File: config.mk
export PLATFORM = sky130hd
export DESIGN_NAME = sync_shift_port
export DESIGN_NICKNAME = d
export VERILOG_FILES = /design/src/rtl/ssp_pkg.sv /design/src/rtl/ssp_clk_event.sv /design/src/rtl/ssp_edge_counter.sv /design/src/rtl/ssp_shifter.sv /design/src/rtl/sync_shift_port.sv
export SDC_FILE = /design/constraint.sdc
export NUM_CORES = 1
export LEC_CHECK = 0
export ABC_AREA = 1
export BUFFER_PORTS_ARGS = -buffer_cell sky130_fd_sc_hd__buf_2
export CORE_ASPECT_RATIO = 1.4
export CORE_MARGIN = 5
export CORE_UTILIZATION = 51
export DETAILED_ROUTE_END_ITERATION = 7
export PLACE_DENSITY = 0.87
export SETUP_SLACK_MARGIN = 0.15
export SLEW_MARGIN = 20
export SYNTH_ARGS = -nofsm -noshare
export SYNTH_HDL_FRONTEND = slang
export SYNTH_SLANG_ARGS = --single-unit
File: constraint.sdc
create_clock -name clk -period 1.73 [get_ports clk]
set_clock_uncertainty 0.2 [all_clocks]
set_input_delay 0.173 -clock clk [delete_from_list [all_inputs] [get_ports clk]]
set_output_delay 0.173 -clock clk [all_outputs]
set_load 0.005 [all_outputs]
File: src/rtl/ssp_pkg.sv
package ssp_pkg;

    typedef enum logic [1:0] {
        WM_OFF   = 2'b00,
        WM_THREE = 2'b01,
        WM_TWO   = 2'b10,
        WM_RSVD  = 2'b11
    } wire_mode_e;

    typedef enum logic [2:0] {
        CS_NONE   = 3'd0,
        CS_STROBE = 3'd1,
        CS_TIMER  = 3'd2,
        CS_EXTPIN = 3'd3
    } clk_src_e;

    typedef enum logic [1:0] {
        RA_CTRL = 2'd0,
        RA_STAT = 2'd1,
        RA_DATA = 2'd2,
        RA_BUF  = 2'd3
    } reg_addr_e;

    localparam int CTRL_W = 8;

    typedef struct packed {
        logic       rsvd;
        logic       toggle;
        logic       strobe;
        clk_src_e   csel;
        wire_mode_e wmode;
    } ctrl_reg_t;

    typedef struct packed {
        logic fire;
        logic sample;
    } clk_evt_t;

    function automatic logic src_is_internal(clk_src_e s);
        return (s == CS_STROBE) || (s == CS_TIMER);
    endfunction

    function automatic ctrl_reg_t ctrl_keep(ctrl_reg_t c);
        ctrl_reg_t r;
        r        = c;
        r.rsvd   = 1'b0;
        r.toggle = 1'b0;
        r.strobe = 1'b0;
        return r;
    endfunction

endpackage

File: src/rtl/ssp_clk_event.sv
module ssp_clk_event
    import ssp_pkg::*;
#(
    parameter int SYNC_STAGES = 2
) (
    input  logic       clk,
    input  logic       rst,
    input  wire_mode_e wmode,
    input  clk_src_e   csel,
    input  logic       strobe_req,
    input  logic       tmr_pulse,
    input  logic       sck_in,
    input  logic       cnt_odd,
    output clk_evt_t   evt
);

    logic [SYNC_STAGES-1:0] sync_q;
    logic                   prev_q;
    logic                   pin_lvl;
    logic                   pin_rise;
    logic                   pin_fall;

    for (genvar g = 0; g < SYNC_STAGES; g++) begin : g_sync
        if (g == 0) begin : g_first
            always_ff @(posedge clk) begin
                if (rst) sync_q[g] <= 1'b0;
                else     sync_q[g] <= sck_in;
            end
        end else begin : g_next
            always_ff @(posedge clk) begin
                if (rst) sync_q[g] <= 1'b0;
                else     sync_q[g] <= sync_q[g-1];
            end
        end
    end

    assign pin_lvl = sync_q[SYNC_STAGES-1];

    always_ff @(posedge clk) begin
        if (rst) prev_q <= 1'b0;
        else     prev_q <= pin_lvl;
    end

    assign pin_rise = pin_lvl & ~prev_q;
    assign pin_fall = ~pin_lvl & prev_q;

    always_comb begin
        evt = '0;
        if (wmode == WM_THREE) begin
            case (csel)
                CS_STROBE: begin
                    evt.fire   = strobe_req;
                    evt.sample = ~cnt_odd;
                end
                CS_TIMER: begin
                    evt.fire   = tmr_pulse;
                    evt.sample = ~cnt_odd;
                end
                CS_EXTPIN: begin
                    evt.fire   = pin_rise | pin_fall;
                    evt.sample = pin_rise;
                end
                default: evt = '0;
            endcase
        end
    end

endmodule

File: src/rtl/ssp_edge_counter.sv
module ssp_edge_counter #(
    parameter int CNT_W = 4
) (
    input  logic             clk,
    input  logic             rst,
    input  logic             evt_fire,
    input  logic             load_en,
    input  logic [CNT_W-1:0] load_val,
    input  logic             flag_clr,
    output logic [CNT_W-1:0] cnt,
    output logic             flag,
    output logic             wrap
);

    localparam logic [CNT_W-1:0] CNT_MAX = {CNT_W{1'b1}};

    assign wrap = evt_fire && !load_en && (cnt == CNT_MAX);

    always_ff @(posedge clk) begin
        if (rst)           cnt <= '0;
        else if (load_en)  cnt <= load_val;
        else if (evt_fire) cnt <= cnt + 1'b1;
    end

    always_ff @(posedge clk) begin
        if (rst)           flag <= 1'b0;
        else if (wrap)     flag <= 1'b1;
        else if (flag_clr) flag <= 1'b0;
    end

endmodule

File: src/rtl/ssp_shifter.sv
module ssp_shifter
    import ssp_pkg::*;
#(
    parameter int DATA_W = 8
) (
    input  logic              clk,
    input  logic              rst,
    input  clk_evt_t          evt,
    input  logic              wr_en,
    input  logic [DATA_W-1:0] wr_val,
    input  logic              wrap,
    input  logic              sdi,
    output logic [DATA_W-1:0] sreg,
    output logic [DATA_W-1:0] bufr
);

    logic              in_bit_q;
    logic              do_shift;
    logic [DATA_W-1:0] shift_nxt;

    assign do_shift  = evt.fire && !evt.sample;
    assign shift_nxt = {sreg[DATA_W-2:0], in_bit_q};

    always_ff @(posedge clk) begin
        if (rst)                         in_bit_q <= 1'b0;
        else if (evt.fire && evt.sample) in_bit_q <= sdi;
    end

    always_ff @(posedge clk) begin
        if (rst)           sreg <= '0;
        else if (wr_en)    sreg <= wr_val;
        else if (do_shift) sreg <= shift_nxt;
    end

    always_ff @(posedge clk) begin
        if (rst)       bufr <= '0;
        else if (wrap) bufr <= do_shift ? shift_nxt : sreg;
    end

endmodule

File: src/rtl/sync_shift_port.sv
module sync_shift_port
    import ssp_pkg::*;
#(
    parameter int DATA_W      = 8,
    parameter int SYNC_STAGES = 2
) (
    input  logic              clk,
    input  logic              rst,
    input  logic [1:0]        bus_addr,
    input  logic              bus_we,
    input  logic [DATA_W-1:0] bus_wdata,
    output logic [DATA_W-1:0] bus_rdata,
    input  logic              tmr_pulse,
    input  logic              sdi,
    input  logic              sck_in,
    output logic              sdo,
    output logic              sck_out
);

    localparam int CNT_W  = $clog2(2 * DATA_W);
    localparam int STAT_PAD = DATA_W - 1 - CNT_W;

    ctrl_reg_t         ctrl_q;
    ctrl_reg_t         ctrl_wr;
    ctrl_reg_t         ctrl_eff;
    logic              wr_ctrl;
    logic              wr_stat;
    logic              wr_data;
    logic              sck_q;
    clk_evt_t          evt;
    logic [CNT_W-1:0]  cnt_q;
    logic              flag_q;
    logic              wrap;
    logic [DATA_W-1:0] sreg_q;
    logic [DATA_W-1:0] bufr_q;

    assign ctrl_wr  = ctrl_reg_t'(bus_wdata[CTRL_W-1:0]);
    assign wr_ctrl  = bus_we && (reg_addr_e'(bus_addr) == RA_CTRL);
    assign wr_stat  = bus_we && (reg_addr_e'(bus_addr) == RA_STAT);
    assign wr_data  = bus_we && (reg_addr_e'(bus_addr) == RA_DATA);
    assign ctrl_eff = wr_ctrl ? ctrl_keep(ctrl_wr) : ctrl_q;

    always_ff @(posedge clk) begin
        if (rst)          ctrl_q <= '0;
        else if (wr_ctrl) ctrl_q <= ctrl_keep(ctrl_wr);
    end

    always_ff @(posedge clk) begin
        if (rst)                            sck_q <= 1'b0;
        else if (wr_ctrl && ctrl_wr.toggle) sck_q <= ~sck_q;
    end

    ssp_clk_event #(
        .SYNC_STAGES(SYNC_STAGES)
    ) clk_event_i (
        .clk       (clk),
        .rst       (rst),
        .wmode     (ctrl_eff.wmode),
        .csel      (ctrl_eff.csel),
        .strobe_req(wr_ctrl && ctrl_wr.strobe),
        .tmr_pulse (tmr_pulse),
        .sck_in    (sck_in),
        .cnt_odd   (cnt_q[0]),
        .evt       (evt)
    );

    ssp_edge_counter #(
        .CNT_W(CNT_W)
    ) counter_i (
        .clk     (clk),
        .rst     (rst),
        .evt_fire(evt.fire),
        .load_en (wr_stat),
        .load_val(bus_wdata[CNT_W-1:0]),
        .flag_clr(wr_stat && bus_wdata[DATA_W-1]),
        .cnt     (cnt_q),
        .flag    (flag_q),
        .wrap    (wrap)
    );

    ssp_shifter #(
        .DATA_W(DATA_W)
    ) shifter_i (
        .clk   (clk),
        .rst   (rst),
        .evt   (evt),
        .wr_en (wr_data),
        .wr_val(bus_wdata),
        .wrap  (wrap),
        .sdi   (sdi),
        .sreg  (sreg_q),
        .bufr  (bufr_q)
    );

    always_comb begin
        case (reg_addr_e'(bus_addr))
            RA_CTRL: bus_rdata = DATA_W'(ctrl_q);
            RA_STAT: bus_rdata = {flag_q, {STAT_PAD{1'b0}}, cnt_q};
            RA_DATA: bus_rdata = sreg_q;
            default: bus_rdata = bufr_q;
        endcase
    end

    assign sdo     = sreg_q[DATA_W-1];
    assign sck_out = sck_q;

endmodule

==> results of run 1 <==
final timing paths:
check | end | startpoint | cells past startpoint | slack (ns)
min | shifter_i.sreg[7] | bus_wdata[7] | 5 | 0.06
max | shifter_i.sreg[2] | ctrl_q[3] | 10 | -0.13
min reg2reg | clk_event_i.pin_lvl | clk_event_i.sync_q[0] | 2 | 0.21
max reg2reg | shifter_i.sreg[2] | ctrl_q[3] | 10 | -0.13
sequential cells by signal, summed over array words and instances (netlist names):
register / count
shifter_i.bufr: 8
shifter_i.sreg: 8
ctrl_q: 5
counter_i.cnt: 4
clk_event_i.pin_lvl: 1
clk_event_i.prev_q: 1
clk_event_i.sync_q: 1
counter_i.flag: 1
sck_out: 1
shifter_i.in_bit_q: 1
cell families (layout without fill, tap and decap cells):
group | after synthesis | count (layout) | synth area share
xor+xnor | 2 | 2 | 0.00937
buf+inv | 61 | 112 | 0.131
fa+ha+maj | 2 | 2 | 0.0134
simple gates | 140 | 142 | 0.376
compound gates | 47 | 47 | 0.138
flops | 31 | 31 | 0.332
area by class of cell:
type | count | area (µm²)
fill | 274 | 1090
tap | 42 | 52.6
clock buffer | 8 | 100
timing repair buffer | 50 | 373
multi-input combinational | 193 | 1150
sequential | 31 | 633
inverter | 54 | 210
stage by stage:
step | TNS, ns | total power (µW)
after floorplan | -0.00223 | 935
after global placement | -3.16 | 1040
after detailed placement | -4.26 | 1050
after CTS | -0.00287 | 1680
after global routing | -1.99 | 1800
final | -0.432 | 1750
power groups by stage:
stage	Sequential (µW)	Clock (µW)	Combinational, µW
5_1_grt	759	667	376
4_1_cts	753	633	294
3_3_place_gp	767	0	274
6_report	758	643	347
2_1_floorplan	763	0	171
3_5_place_dp	768	0	278
cell usage after synthesis (all sizes together):
cell / count
a221oi: 1
buf: 4
nor3: 1
o221ai: 2
nor2: 21
clkbuf: 3
xnor2: 1
o21ai: 15
o22ai: 4
a21oi: 24
xor2: 1
nand2: 75
ha: 2
dfxtp: 31
o21a: 1
inv: 52
nand3: 20
clkinv: 2
nand4: 22
or2: 1
worst max-delay path, cell delays in order, from the launching register on:
cell	delay [ns]
dfxtp_2	0.34
inv_1	0.05
nand2_1	0.04
o21ai_1	0.15
nand4_1	0.18
nand3_4	0.22
nand3_4	0.20
nand2_1	0.11
nand3_1	0.09
nand2_1	0.10
inv_1	0.05
metal layers:
metal  GRT usage  vias up
met2       0.383      133
met3      0.0472       46
li1            -     1036
met5           0        -
met1       0.236      987
met4       0.134        0
what timing repair did:
item                                    in CTS  in global routing
gates resized for setup                      9                 54
endpoints found under the setup margin      26                 26
setup buffers                                0                  1
pin swaps                                    2                 26
hold buffers                                 3                  1
gates cloned                                 1                  2
hold endpoints to repair                     6                  1
cells in the final DEF, fill, tap and decap left out, types with 7 or more instances in the layout:
cell and count:
a21oi_1 18, dfxtp_1 23, nand2_2 13, nor2_1 17, buf_2 25, nand2_1 58
nand3_1 12, buf_4 16, o21ai_0 8, dfxtp_2 7, inv_1 39, inv_2 12
clkbuf_8 7, nand4_1 21
==> impl_metrics.env, run 1 <==
export IMPL_firstDrtPassIters=5
export IMPL_synth_top_area_cell="dfxtp_1"
export IMPL_die_x_um=61.2
export IMPL_outcome="finished, violations left"
export IMPL_numCtsBuffers=5
export IMPL_htreeDepth=2
export IMPL_violations="negative setup slack"
export IMPL_vias=2202
export IMPL_min_path_type="input pin to flop"
export IMPL_topRoutingLayerUsed="met4"
export IMPL_fin_nets=353
export IMPL_syn_num_nets=301
export IMPL_initial_core_util=0.518
export IMPL_setup_violations=13
export IMPL_period_share=1.07
export IMPL_row_count=26
export IMPL_fmax_ghz=0.538
export IMPL_stdcell_count=378
export IMPL_slew_headroom=0.717
export IMPL_power_leakage_uw=0.00124
export IMPL_yosysSeqAreaShare=0.332
export IMPL_hold_viol=0
export IMPL_syn_to_final_growth_pct=34.9
export IMPL_fp_dieH_um=81.7
export IMPL_p_seq_frac=0.433
export IMPL_clkPwrFrac=0.368
export IMPL_port_buffers=25
export IMPL_crit_path_start_kind="flop"
export IMPL_placed_cells=362
export IMPL_synth_top_area_share=0.332
export IMPL_drive_gt1_frac=0.351
export IMPL_path_clk_slew_ns=0.07
export IMPL_clkLatencyLatePin_ns=0.29
export IMPL_netSwitchingFraction=0.293
export IMPL_power_frac_comb=0.199
export IMPL_grt_pass1_wl_mm=8.39
export IMPL_rsz0062_at_grt="true"
export IMPL_synthTopCellsByArea="dfxtp_1 33%, nand2_1 14%, inv_1 9.8%"
export IMPL_avgSynthCellArea_um2=6.61
export IMPL_power_internal_uw=1240
export IMPL_num_io_pins=26
export IMPL_power_switching_uw=513
export IMPL_track_usage=0.221
export IMPL_cp_arrival_ns=1.84
export IMPL_met1_length_mm=2.19
export IMPL_critical_path_max_fanout=8
export IMPL_yosysWarnings=0
export IMPL_postLayoutSetupSlackWorst_ns=-0.127
export IMPL_clk_path_buf_depth=2
export IMPL_post_route_min_period_ns=1.86
export IMPL_syn_area_um2=1870
export IMPL_dieArea_um2=5000
export IMPL_finalMaxSlewViolations=0
export IMPL_final_core_util=0.699
export IMPL_gp_congestion=0.901
export IMPL_cts_root_buf="clkbuf_8"
export IMPL_placed_area_um2=2160
export IMPL_path_class="flop to flop"
export IMPL_n_antenna_cell=0
export IMPL_wirelength_mm=6.16
export IMPL_hold_ws_ns=0.0584
export IMPL_grt_overflow_total=0
export IMPL_clock_sinks=31
export IMPL_grt_max_degree=19
export IMPL_synth_seq_cells=31
export IMPL_wl_per_cell_um=16.3
export IMPL_cts_tree="done"
export IMPL_met3WireLength_um=501
export IMPL_first_iter_violations=284
export IMPL_wl_met2_mm=3.08
export IMPL_powerDensity_nw_per_um2=693
export IMPL_ir_drop_uv=726
export IMPL_first_global_vias=1946
export IMPL_synth_distinct_cells=31
export IMPL_worstPathRequired_ns=1.71
export IMPL_core_um2=3610
export IMPL_endpoint_kind="flop"
export IMPL_routed_via_density=5.83
export IMPL_drcViolationCount=0
export IMPL_dp_slack_ns=-0.227
export IMPL_tightest_slew_ns=0.422
export IMPL_drtAntennaViolNets=0
export IMPL_max_cap_viol_count=0
export IMPL_antenna_found_initial=0
export IMPL_post_dp_hpwl_mm=3.64
export IMPL_synthesis_instances=283
export IMPL_final_area_um2=2520
(Power assumes the default switching activity.)
==> run 2, diff against run 1 <==
- CORE_UTILIZATION: 51 -> 53
- CTS_BUF_LIST: not set -> sky130_fd_sc_hd__clkbuf_4 sky130_fd_sc_hd__clkbuf_8
- PLACE_DENSITY: 0.87 -> 0.89
==> run 2 against run 1 <==
  * The run still ends with negative setup slack left
  * Routed wire length down 3.3%
  * Worst setup slack improved by 0.056 ns
  * Via count is 1.5% lower
  * Largest power group unchanged
  * Highest routed layer unchanged
==> impl_metrics.env, run 2 (synthesis results as in run 1) <==
export IMPL_final_area_um2=2500
export IMPL_n_antenna_cell=0
export IMPL_setup_violations=16
export IMPL_postLayoutSetupSlackWorst_ns=-0.0719
export IMPL_reg2regPathDepth=9
export IMPL_period_share=1.04
export IMPL_firstDrtPassIters=5
export IMPL_powerDensity_nw_per_um2=723
export IMPL_slew_headroom=0.702
export IMPL_drive_gt1_frac=0.331
export IMPL_path_clk_slew_ns=0.06
export IMPL_outcome="finished, violations left"
export IMPL_wl_per_cell_um=15.9
export IMPL_power_leakage_uw=0.00123
export IMPL_endpoint_kind="flop"
export IMPL_finalMaxSlewViolations=0
export IMPL_critical_path_slowest_cell="dfxtp_2"
export IMPL_die_x_um=60.2
export IMPL_hold_ws_ns=0.0652
export IMPL_r2r_slack_ns=-0.07
export IMPL_wirelength_mm=5.96
export IMPL_critPathBufInv=3
export IMPL_critical_path_max_fanout=8
export IMPL_grt_overflow_total=0
export IMPL_fp_dieH_um=80.3
export IMPL_crit_chain="inv_2 -> ha_4 -> inv_2 -> nand4_1 -> nand3_4 -> buf_6 -> nand4_1 -> nand2_1 -> a21oi_2"
export IMPL_antenna_found_initial=0
export IMPL_initial_core_util=0.549
export IMPL_p_total_uw=1810
export IMPL_htreeDepth=2
export IMPL_fmax_ghz=0.555
export IMPL_r2r_start="clk_event_i.prev_q"
export IMPL_routed_via_density=5.78
export IMPL_rsz0062_at_grt="true"
export IMPL_final_cell_mix="57 x nand2_1, 43 x inv_1, 25 x buf_2"
export IMPL_core_um2=3410
export IMPL_worstPathRequired_ns=1.72
export IMPL_hold_viol=0
export IMPL_holdPathEnd="shifter_i.sreg[1]"
export IMPL_ir_drop_uv=609
export IMPL_first_global_vias=1894
export IMPL_top_regs="shifter_i.bufr (8), shifter_i.sreg (8), ctrl_q (5)"
export IMPL_row_count=25
export IMPL_grt_pass1_wl_mm=8.61
export IMPL_track_usage=0.235
export IMPL_clkLatencyLatePin_ns=0.29
export IMPL_post_dp_hpwl_mm=3.61
export IMPL_min_path_type="input pin to flop"
export IMPL_fin_nets=353
export IMPL_dp_slack_ns=-0.175
export IMPL_hold_depth=5
export IMPL_dieArea_um2=4830
export IMPL_critical_path_top_delay_family="simple AND/OR/NAND/NOR gates"
export IMPL_post_route_min_period_ns=1.80
export IMPL_num_io_pins=26
export IMPL_cp_arrival_ns=1.79
export IMPL_grt_max_degree=22
export IMPL_drcViolationCount=0
export IMPL_clock_sinks=31
export IMPL_cpPeakStageDelay_ns=0.32
export IMPL_clk_path_buf_depth=2
export IMPL_placed_area_um2=2150
export IMPL_cts_root_buf="clkbuf_8"
export IMPL_r2r_end="shifter_i.bufr[2]"
export IMPL_crit_path_start_kind="flop"
export IMPL_tightest_slew_ns=0.444
export IMPL_vias=2169
export IMPL_cts_tree="done"
export IMPL_max_cap_viol_count=0
export IMPL_violations="negative setup slack"
export IMPL_final_common_cell="nand2_1"
export IMPL_first_iter_violations=170
export IMPL_drtAntennaViolNets=0
export IMPL_gp_congestion=0.954
export IMPL_hp_start="bus_wdata[1]"
export IMPL_syn_to_final_growth_pct=33.8
export IMPL_numCtsBuffers=5
export IMPL_port_buffers=25
export IMPL_path_class="flop to flop"
-- run 2: how the worst max path moves through the flow --
stage | startpoint | to | slack (ns) | cells after the start
final | clk_event_i.prev_q | shifter_i.bufr[2] | -0.07 | 9
after floorplan | bus_addr[1] | shifter_i.sreg[5] | -0.002 | 13
after detailed placement | bus_addr[1] | shifter_i.bufr[6] | -0.17 | 10
after CTS | clk_event_i.prev_q | shifter_i.bufr[2] | 0.008 | 9
after global routing | clk_event_i.prev_q | shifter_i.sreg[5] | -0.15 | 10
after global placement | bus_addr[1] | shifter_i.sreg[0] | -0.13 | 11
-- run 2: layout make-up --
| cell class | count | area, µm² |
|---|---|---|
| Multi-Input combinational cell | 193 | 1150 |
| Fill cell | 242 | 906 |
| Sequential cell | 31 | 632 |
| Timing Repair Buffer | 50 | 357 |
| Inverter | 54 | 205 |
| Clock buffer | 6 | 76.3 |
| Tap cell | 40 | 50.0 |
| Clock inverter | 1 | 30.0 |
-- run 2: metal layers --
metal,vias up,wire length (µm),global-route usage
met5,-,0,0
met4,0,286,0.0976
met3,34,521,0.0418
met2,133,2940,0.410
met1,973,2210,0.273
li1,1029,-,-
-- run 2: power breakdown --
group          leakage (µW)  switching [µW]  internal, µW
clock             0.0000547             272           437
sequential         0.000255            19.8           737
combinational      0.000916             210           133
total               0.00123             502          1310
-- run 2: metrics by stage --
step | setup TNS (ns) | std cells | util
5_1_grt | -1.88 | 375 | 0.734
2_1_floorplan | -0.00223 | 283 | -
6_report | -0.586 | 375 | 0.734
3_3_place_gp | -2.21 | 360 | 0.629
4_1_cts | 0 | 372 | 0.685
3_5_place_dp | -3.29 | 360 | 0.629
-- run 2: worst register-to-register path: cells and delay by family, from the launching register on --
kind	cells	cell delay, ns
AND/OR/NAND/NOR	4	0.65
AO/OA/AOI/OAI	1	0.06
buffers and inverters	3	0.24
adder cells (fa/ha/maj)	1	0.23
flip-flops	1	0.32
-- run 2: timing repair --
item,in CTS,in global routing
setup endpoints to repair,24,26
pin swaps,6,22
gates cloned,2,1
resized for setup,12,42
hold buffers,3,0
buffers inserted,0,2
endpoints found under the hold margin,3,0
